`src/rtl/chg_capture.sv`:
```
module chg_capture #(
  parameter int AW = 12,
  parameter int TW = 24,
  parameter int unsigned TIMEOUT = 32'hFFFF00
) (
  input  logic          clk,
  input  logic          rst,
  input  logic          en,
  input  logic [31:0]   din,
  input  logic [31:0]   mask,
  input  logic          rd_last,
  output logic [AW-1:0] last_off,
  output logic          mem_we,
  output logic [AW-1:0] mem_addr,
  output logic [31:0]   mem_wdata
);
  localparam int CW = 32 - TW;

  logic [31:0]   prev_q;
  logic          have_q;
  logic [CW-1:0] cnt_q;
  logic [TW-1:0] tmr_q;
  logic [AW-1:0] wptr_q;
  logic          rec_q;

  logic chg, full, quiet_to, do_rec, do_smp;

  assign chg      = !have_q || (((din ^ prev_q) & mask) != 32'd0);
  assign full     = &cnt_q;
  assign quiet_to = tmr_q == TIMEOUT[TW-1:0];
  assign do_rec   = en && (full || (!chg && (cnt_q != '0 || quiet_to)));
  assign do_smp   = en && !full && chg;

  always_ff @(posedge clk) begin
    if (rst) begin
      prev_q    <= '0;
      have_q    <= 1'b0;
      cnt_q     <= '0;
      tmr_q     <= '0;
      wptr_q    <= '0;
      last_off  <= '0;
      mem_we    <= 1'b0;
      mem_addr  <= '0;
      mem_wdata <= '0;
      rec_q     <= 1'b0;
    end else begin
      mem_we <= do_rec || do_smp;
      rec_q  <= do_rec;
      if (do_rec || do_smp) begin
        mem_addr <= wptr_q;
        wptr_q   <= wptr_q + 1'b1;
      end
      if (do_rec) begin
        mem_wdata <= {cnt_q, tmr_q};
        cnt_q     <= '0;
        tmr_q     <= '0;
        last_off  <= wptr_q;
      end else begin
        if (rd_last) last_off <= '0;
        if (en) tmr_q <= tmr_q + 1'b1;
      end
      if (do_smp) begin
        mem_wdata <= din;
        prev_q    <= din;
        have_q    <= 1'b1;
        cnt_q     <= cnt_q + 1'b1;
      end
    end
  end
endmodule


```
`config.mk`:
```
export PLATFORM = sky130hd
export DESIGN_NAME = chg_capture
export DESIGN_NICKNAME = d
export VERILOG_FILES = /design/src/rtl/chg_capture.sv
export SDC_FILE = /design/constraint.sdc
export NUM_CORES = 1
export LEC_CHECK = 0
export ABC_AREA = 1
export BUFFER_PORTS_ARGS = -buffer_cell sky130_fd_sc_hd__buf_4
export CAP_MARGIN = 10
export CORE_ASPECT_RATIO = 0.7
export CORE_UTILIZATION = 60
export DETAILED_ROUTE_END_ITERATION = 12
export PLACE_DENSITY_LB_ADDON = 0.05
export SYNTH_ARGS = -nofsm -noshare
export SYNTH_HDL_FRONTEND = slang
export SYNTH_SLANG_ARGS = --single-unit
export TNS_END_PERCENT = 100
```
`constraint.sdc`:
```
create_clock -name clk -period 4.85 [get_ports clk]
set_input_delay 0.485 -clock clk [delete_from_list [all_inputs] [get_ports clk]]
set_output_delay 0.485 -clock clk [all_outputs]
set_load 0.02 [all_outputs]
```
==> results of run 1 <==
[cells in the mapped netlist (all sizes together), types with 3 or more instances]
cell	count
nor2	103
nor4	4
nor3b	3
xnor2	10
nand3b	14
nor3	10
xor2	16
o21ai	10
a21oi	91
nand3	125
inv	86
ha	5
or2	6
dfxtp	134
clkbuf	14
nand4	8
buf	33
nand2	295
[final cells by class]
class | count | area share (%)
clock buffers | 21 | 5.965
inverters | 86 | 4.039
repair buffers | 125 | 11.65
clock inverters | 11 | 2.112
well taps | 148 | 2.299
flip-flops and latches | 134 | 33.30
multi-input cells | 702 | 40.63
[kinds of logic after synthesis]
kind of cell / Yosys count / share of synthesized area, %
xor+xnor: 26 / 3.463
simple gates: 569 / 37.56
flops: 134 / 40.80
compound gates: 102 / 7.802
fa+ha+maj: 5 / 0.9515
buf+inv: 133 / 9.420
[metal layers]
layer / global-route usage (%) / routed length, µm / vias to the layer above
li1: - / - / 3294
met5: 0 / 0 / -
met1: 48.25 / 8692 / 2933
met4: 8.983 / 209 / 0
met2: 46.45 / 7225 / 354
met3: 9.242 / 2037 / 19
[worst register-to-register path: stages, from the launching register on]
cell	delay, ns
dfxtp_1	0.42
ha_1	0.24
nand3_1	0.11
nor2_1	0.17
nand3_1	0.15
nor2_1	0.17
nor2_1	0.11
nand2_4	0.64
inv_2	0.57
nand2_1	0.29
nand2_1	0.07
nand2_1	0.08
a21oi_1	0.07
[metrics by stage]
| stage | area (µm²) | worst slack [ns] | total power [µW] |
|---|---|---|---|
| finish | 8055 | 1.616 | 2879 |
| global route | 8055 | 1.303 | 2968 |
| CTS | 8055 | 1.677 | 2873 |
| detailed placement | 7405 | 1.552 | 1494 |
| global placement | 7405 | 1.596 | 1489 |
| floorplan | 6575 | 2.961 | 1380 |
[report_power, final]
part / internal, µW / switching (µW)
registers: 1140 / 40.6
logic: 119 / 177
clock network: 915 / 483
[worst paths after layout]
| path | to | slack, ns |
|---|---|---|
| worst max-delay path | mem_wdata[31] | 1.62 |
| worst max register to register | mem_wdata[31] | 1.62 |
| worst min register to register | have_q | 0.46 |
| worst min-delay path | prev_q[2] | 0.37 |
[registers in the layout, indices dropped and copies added (netlist names)]
name and count:
tmr_q 24, prev_q 32, last_off 12, mem_wdata 32, have_q 1, wptr_q 12, cnt_q 8, mem_addr 12
mem_we 1
==> summary.txt, run 1 <==
Critical Path RT - 5.11 ns
Sum Neg Setup Slack - 0 ns
Filler cells - 814
kind of critical path - register to register
H-tree Lvls - 4
post-CTS setup buffer count - 0
Max Root-Sink Buffers - 2
Net count, final - 1139
final max-slew violation count - 0
Hold WS - 0.3667 ns
drt pass-1 iters - 5
Most used DFF post-synth - dfxtp_1
actual slew at the worst max-slew pin - 0.9167 ns
Layout area overhead - 22.51%
CTS tree - done
RSZ-0062 raised after global routing - no
Lkg Pwr - 0.003599 µW
die area - 11390 µm²
synth top area cells - dfxtp_1 (41%), nand2_1 (16%), nand3_1 (9.5%)
Worst Hold Launch - din[2]
Die Y - 89.59 µm
slew margin rel. - 38.88%
Highest Clock Rate - 309.2 MHz
Die W - 127.1 µm
CP Buf/Inv Count - 1
drt drc - 0
hold depth - 3
outcome - finished clean
vias per std cell - 5.379
via count - 6600
area leader, netlist - dfxtp_1
Final Setup Violations - 0
DP HPWL - 11910 µm
top-area cell type share of the netlist area - 40.80%
Initial Util - 62.55%
Net Count, Synth - 1042
Crit path depth - 12
CP max stage cell - nand2_4
Wirelength per Cell - 14.80 µm
initial drt markers - 792
EDFF count, synth - 0
max-cap violation count - 0
Root Buffer - clkbuf_16
most common cell after layout, fill and taps aside - nand2_1
crit-path max cell delay - 0.64 ns
fin crit period - 3.234 ns
Final Skew - 0.01024 ns
most frequent cells in the layout - nand2_1 (289), dfxtp_1 (134), nand3_1 (125), buf_4 (125), nor2_1 (102)
ratio of final minimum period to clock period - 66.67%
crit path cell chain - ha_1, nand3_1, nor2_1, nand3_1, nor2_1, nor2_1, nand2_4, inv_2, nand2_1, nand2_1, nand2_1, a21oi_1
total length of routed wires - 18170 µm
Core Region - 10510 µm²
num rows - 31
Synth Warn # - 0
Multi-input gate area - 3273 µm²
gpl congestion - 0.8632
worst reg2reg startpoint - cnt_q[1]
diodes inserted - 0
Hold Buf Count CTS - 0
# resized after CTS - 0
Hold Vio Cnt, Final - 0
Clock Latency Late Sink - 0.42 ns
Pwr per Cell Area - 357.4 nW/µm²
Synth Instances - 969
layout cells sized above 1 - 16.03%
# clock sinks - 134
register area share after synthesis - 40.80%
Register Area - 2683 µm²
cts bufs inserted - 17
boundary pin count - 125
R2R depth - 12
flops & latches, synth - 134
Setup crit start kind - register
syn_area_per_cell - 6.785 µm²
crit path from - cnt_q[1]
largest net degree at the start of global routing - 86
vias in the first global route - 5666
fin cells - 1227
crit-path max FO - 78
Clock transition at path regs - 0.05 ns
placed cell count - 1195
Final Core Density - 76.63%
Worst EP arrival - 3.49 ns
asr flop ratio synth - 0%
total gr overflow - 0
initial antenna violation count - 0
GR Util All Layers - 32.71%
Cell Area, Synth - 6575 µm²
Unique masters post-synth - 32
Final ANT Viol Nets - 0
Buffers on Ports - 124
Peak VDD IR - 238.2 µV
Worst setup EP type - register
CP top delay family - simple AND/OR/NAND/NOR gates
Hold Path Class - input pin to register
first-pass GRT wire length - 28640 µm
No activity file was read; power rests on OpenSTA's default activity.
==> inputs of run 2 (changes only) <==
--- a/config.mk
+++ b/config.mk
@@ -5,11 +5,11 @@
 export SDC_FILE = /design/constraint.sdc
 export NUM_CORES = 1
 export LEC_CHECK = 0
-export ABC_AREA = 1
+export ABC_AREA = 0
 export BUFFER_PORTS_ARGS = -buffer_cell sky130_fd_sc_hd__buf_4
 export CAP_MARGIN = 10
 export CORE_ASPECT_RATIO = 0.7
-export CORE_UTILIZATION = 60
+export CORE_UTILIZATION = 50
 export DETAILED_ROUTE_END_ITERATION = 12
 export PLACE_DENSITY_LB_ADDON = 0.05
 export SYNTH_ARGS = -nofsm -noshare
==> constraint.sdc (replaced) <==
create_clock -name clk -period 2.88 [get_ports clk]
set_input_delay 0.288 -clock clk [delete_from_list [all_inputs] [get_ports clk]]
set_output_delay 0.288 -clock clk [all_outputs]
set_load 0.02 [all_outputs]
==> run 2 against run 1 <==
Against the previous run: total power is 56% higher; die area is 13% higher; synthesized cell count is 22% lower; first-iteration DRC count is 20% lower; register-to-register slack worse by 1.5 ns; clock power is 45% higher; critical path type unchanged.
==> summary.txt, run 2 <==
Hold Path Class - input pin to register (unchanged)
Buffers on Ports - 124 (unchanged)
Max Root-Sink Buffers - 2 (unchanged)
diodes inserted - 0 (unchanged)
EDFF count, synth - 0 (unchanged)
drt drc - 0 (unchanged)
Reg2Reg Setup Slack - 0.12 ns (was 1.62 ns)
actual slew at the worst max-slew pin - 0.8014 ns (was 0.9167 ns)
Hold WS - 0.1457 ns (was 0.3667 ns)
register area share after synthesis - 43.22% (was 40.80%)
slack of the critical path - 0.1210 ns (was 1.616 ns)
num rows - 33 (was 31)
Register Area - 2683 µm² (unchanged)
Comb pwr share - 11.2% (was 10.3%)
Die W - 135.2 µm (was 127.1 µm)
fin cells - 1041 (was 1227)
Worst setup EP type - register (unchanged)
initial antenna violation count - 0 (unchanged)
Clock power frac - 45.0% (was 48.6%)
Die Y - 95.22 µm (was 89.59 µm)
Peak VDD IR - 405.5 µV (was 238.2 µV)
Layout area overhead - 29.29% (was 22.51%)
syn_area_per_cell - 8.265 µm² (was 6.785 µm²)
ratio of final minimum period to clock period - 95.80% (was 66.67%)
Critical Path RT - 3.19 ns (was 5.11 ns)
final max-slew violation count - 0 (unchanged)
Highest Clock Rate - 362.5 MHz (was 309.2 MHz)
max-cap violation count - 0 (unchanged)
Root Buffer - clkbuf_16 (unchanged)
Lkg Pwr - 0.003315 µW (was 0.003599 µW)
count leader, synth - dfxtp_1 (was nand2_1)
placed cell count - 1012 (was 1195)
Worst EP arrival - 3.07 ns (was 3.49 ns)
area leader, netlist - dfxtp_1 (unchanged)
crit-path max FO - 10 (was 78)
Synth Instances - 751 (was 969)
Final Setup Violations - 0 (unchanged)
Core Region - 11890 µm² (was 10510 µm²)
Multi-input gate area - 3303 µm² (was 3273 µm²)
top flop regs - mem_wdata: 32 flops, prev_q: 32 flops, tmr_q: 24 flops (unchanged)
die area - 12870 µm² (was 11390 µm²)
# clock sinks - 134 (unchanged)
vias per std cell - 5.858 (was 5.379)
drt pass-1 iters - 5 (unchanged)
Hold Vio Cnt, Final - 0 (unchanged)
layout cells sized above 1 - 23.19% (was 16.03%)
flops & latches, synth - 134 (unchanged)
gpl congestion - 0.8899 (was 0.8632)
switch share - 24.42% (was 24.33%)
H-tree Lvls - 4 (unchanged)
total gr overflow - 0 (unchanged)
Clock transition at path regs - 0.05 ns (about the same)
outcome - finished clean (unchanged)
cell-internal power - 3401 µW (was 2178 µW)
crit path cell chain - xor2_1, a22oi_1, nand4_1, nor2_1, a21o_2, buf_4, nand2_1, a211oi_1 (was ha_1, nand3_1, nor2_1, nand3_1, nor2_1, nor2_1, nand2_4, inv_2, nand2_1, nand2_1, nand2_1, a21oi_1)
Unique masters post-synth - 40 (was 32)
Net count, final - 948 (was 1139)
asr flop ratio synth - 0% (unchanged)
Pwr per Cell Area - 560.7 nW/µm² (was 357.4 nW/µm²)
via count - 6098 (was 6600)
Post-synth top cells - dfxtp_1 (134), nand2_1 (85), a21oi_1 (63), clkbuf_1 (51), xor2_1 (47) (was nand2_1 (289), dfxtp_1 (134), nand3_1 (125), nor2_1 (102), a21oi_1 (91))
first-pass GRT wire length - 29520 µm (was 28640 µm)
initial drt markers - 633 (was 792)
Filler cells - 992 (was 814)
fin crit period - 2.759 ns (was 3.234 ns)
Net Count, Synth - 824 (was 1042)
vias in the first global route - 5463 (was 5666)
NetSw - 1099 µW (was 700.5 µW)
cts bufs inserted - 17 (unchanged)
Clock Latency Late Sink - 0.41 ns (was 0.42 ns)
crit-path max cell delay - 0.60 ns (was 0.64 ns)
pre-CTS WS - 0.08670 ns (was 1.552 ns)
Hold Buf Count CTS - 0 (unchanged)
largest net degree at the start of global routing - 67 (was 86)
Reg power frac - 43.8% (was 41.2%)
RSZ-0062 raised after global routing - yes (was no)
most common cell after layout, fill and taps aside - buf_4 (was nand2_1)
synth top area cells - dfxtp_1 (43%), xor2_1 (6.6%), nand2_1 (5.1%) (was dfxtp_1 (41%), nand2_1 (16%), nand3_1 (9.5%))
total length of routed wires - 19230 µm (was 18170 µm)
Cell Area, Synth - 6207 µm² (was 6575 µm²)
most frequent cells in the layout - buf_4 (156), dfxtp_1 (134), nand2_1 (85) (was nand2_1 (289), dfxtp_1 (134), nand3_1 (125), buf_4 (125), nor2_1 (102))
slew margin rel. - 46.58% (was 38.88%)
Final Skew - 0.008787 ns (was 0.01024 ns)
DP HPWL - 13570 µm (was 11910 µm)
Wirelength per Cell - 18.47 µm (was 14.80 µm)
Setup crit start kind - register (unchanged)
Final ANT Viol Nets - 0 (unchanged)
Most used DFF post-synth - dfxtp_1 (unchanged)
Initial Util - 52.20% (was 62.55%)
kind of critical path - register to register (unchanged)
boundary pin count - 125 (unchanged)
GR Util All Layers - 30.34% (was 32.71%)
top-area cell type share of the netlist area - 43.22% (was 40.80%)
Synth Warn # - 0 (unchanged)
CP max stage cell - nor2_1 (was nand2_4)
Sum Neg Setup Slack - 0 ns (unchanged)
CTS tree - done (unchanged)
## run 2: logic make-up (layout without fill, tap and decap cells)
logic type	Yosys count	after routing	share of synthesized area (%)
and+or+nand+nor	272	272	21.83
DFF	134	134	43.22
buffers and inverters	66	198	4.152
xor gates and xnor gates	52	52	7.337
muxes	16	16	2.580
adders and majority gates	5	5	1.008
AOI/OAI and AO/OA	206	207	19.88
## run 2: power by group through the flow
stage | clock, µW | combinational (µW) | sequential [µW]
after detailed placement | 0 | 493 | 2010
after CTS | 2040 | 496 | 1970
after global routing | 2130 | 542 | 1970
after global placement | 0 | 482 | 2000
final | 2030 | 506 | 1970
after floorplan | 0 | 219 | 2040
## run 2: worst paths after layout
check                           startpoint          to  cells past startpoint
worst max-delay path            prev_q[11]    cnt_q[0]                      8
worst min-delay path               din[29]  prev_q[29]                      3
worst max register to register  prev_q[11]    cnt_q[0]                      8
worst min register to register  prev_q[20]  prev_q[20]                      2
## run 2: cell type report
class | instances | share of cell area, %
Clock buffer | 23 | 6.080
Clock inverter | 5 | 0.6236
Inverter | 9 | 0.4210
Multi-Input combinational cell | 552 | 41.16
Sequential cell | 134 | 33.43
Tap cell | 157 | 2.448
Timing Repair Buffer | 161 | 15.84
## run 2: metal layers
| metal | global-route usage (%) | wire (µm) | vias up |
|---|---|---|---|
| met5 | 0 | 0 | - |
| met4 | 6.180 | 66 | 0 |
| met3 | 7.974 | 1959 | 6 |
| met2 | 43.29 | 7832 | 285 |
| met1 | 45.22 | 9369 | 2888 |
| li1 | - | - | 2919 |
## run 2: worst max-delay path: cells and delay by family, from the launching register on
| family | cells | cell delay [ns] |
|---|---|---|
| buffers and inverters | 1 | 0.18 |
| and+or+nand+nor | 3 | 1.11 |
| AOI/OAI and AO/OA | 3 | 0.87 |
| xor gates and xnor gates | 1 | 0.16 |
| DFF | 1 | 0.32 |
## run 2: what timing repair did
action / CTS / global route
setup endpoints to repair: 0 / 69
endpoints found under the hold margin: 0 / 0
buffers inserted: 0 / 0
gates resized for setup: 0 / 5
## run 2: through the flow
stage	utilization (%)	total power [µW]	instance area, µm²
6_report	67.49	4499	8025
5_1_grt	67.49	4649	8025
4_1_cts	67.33	4501	8006
3_5_place_dp	62.81	2499	7468
3_3_place_gp	62.81	2486	7468
2_1_floorplan	-	2254	6207
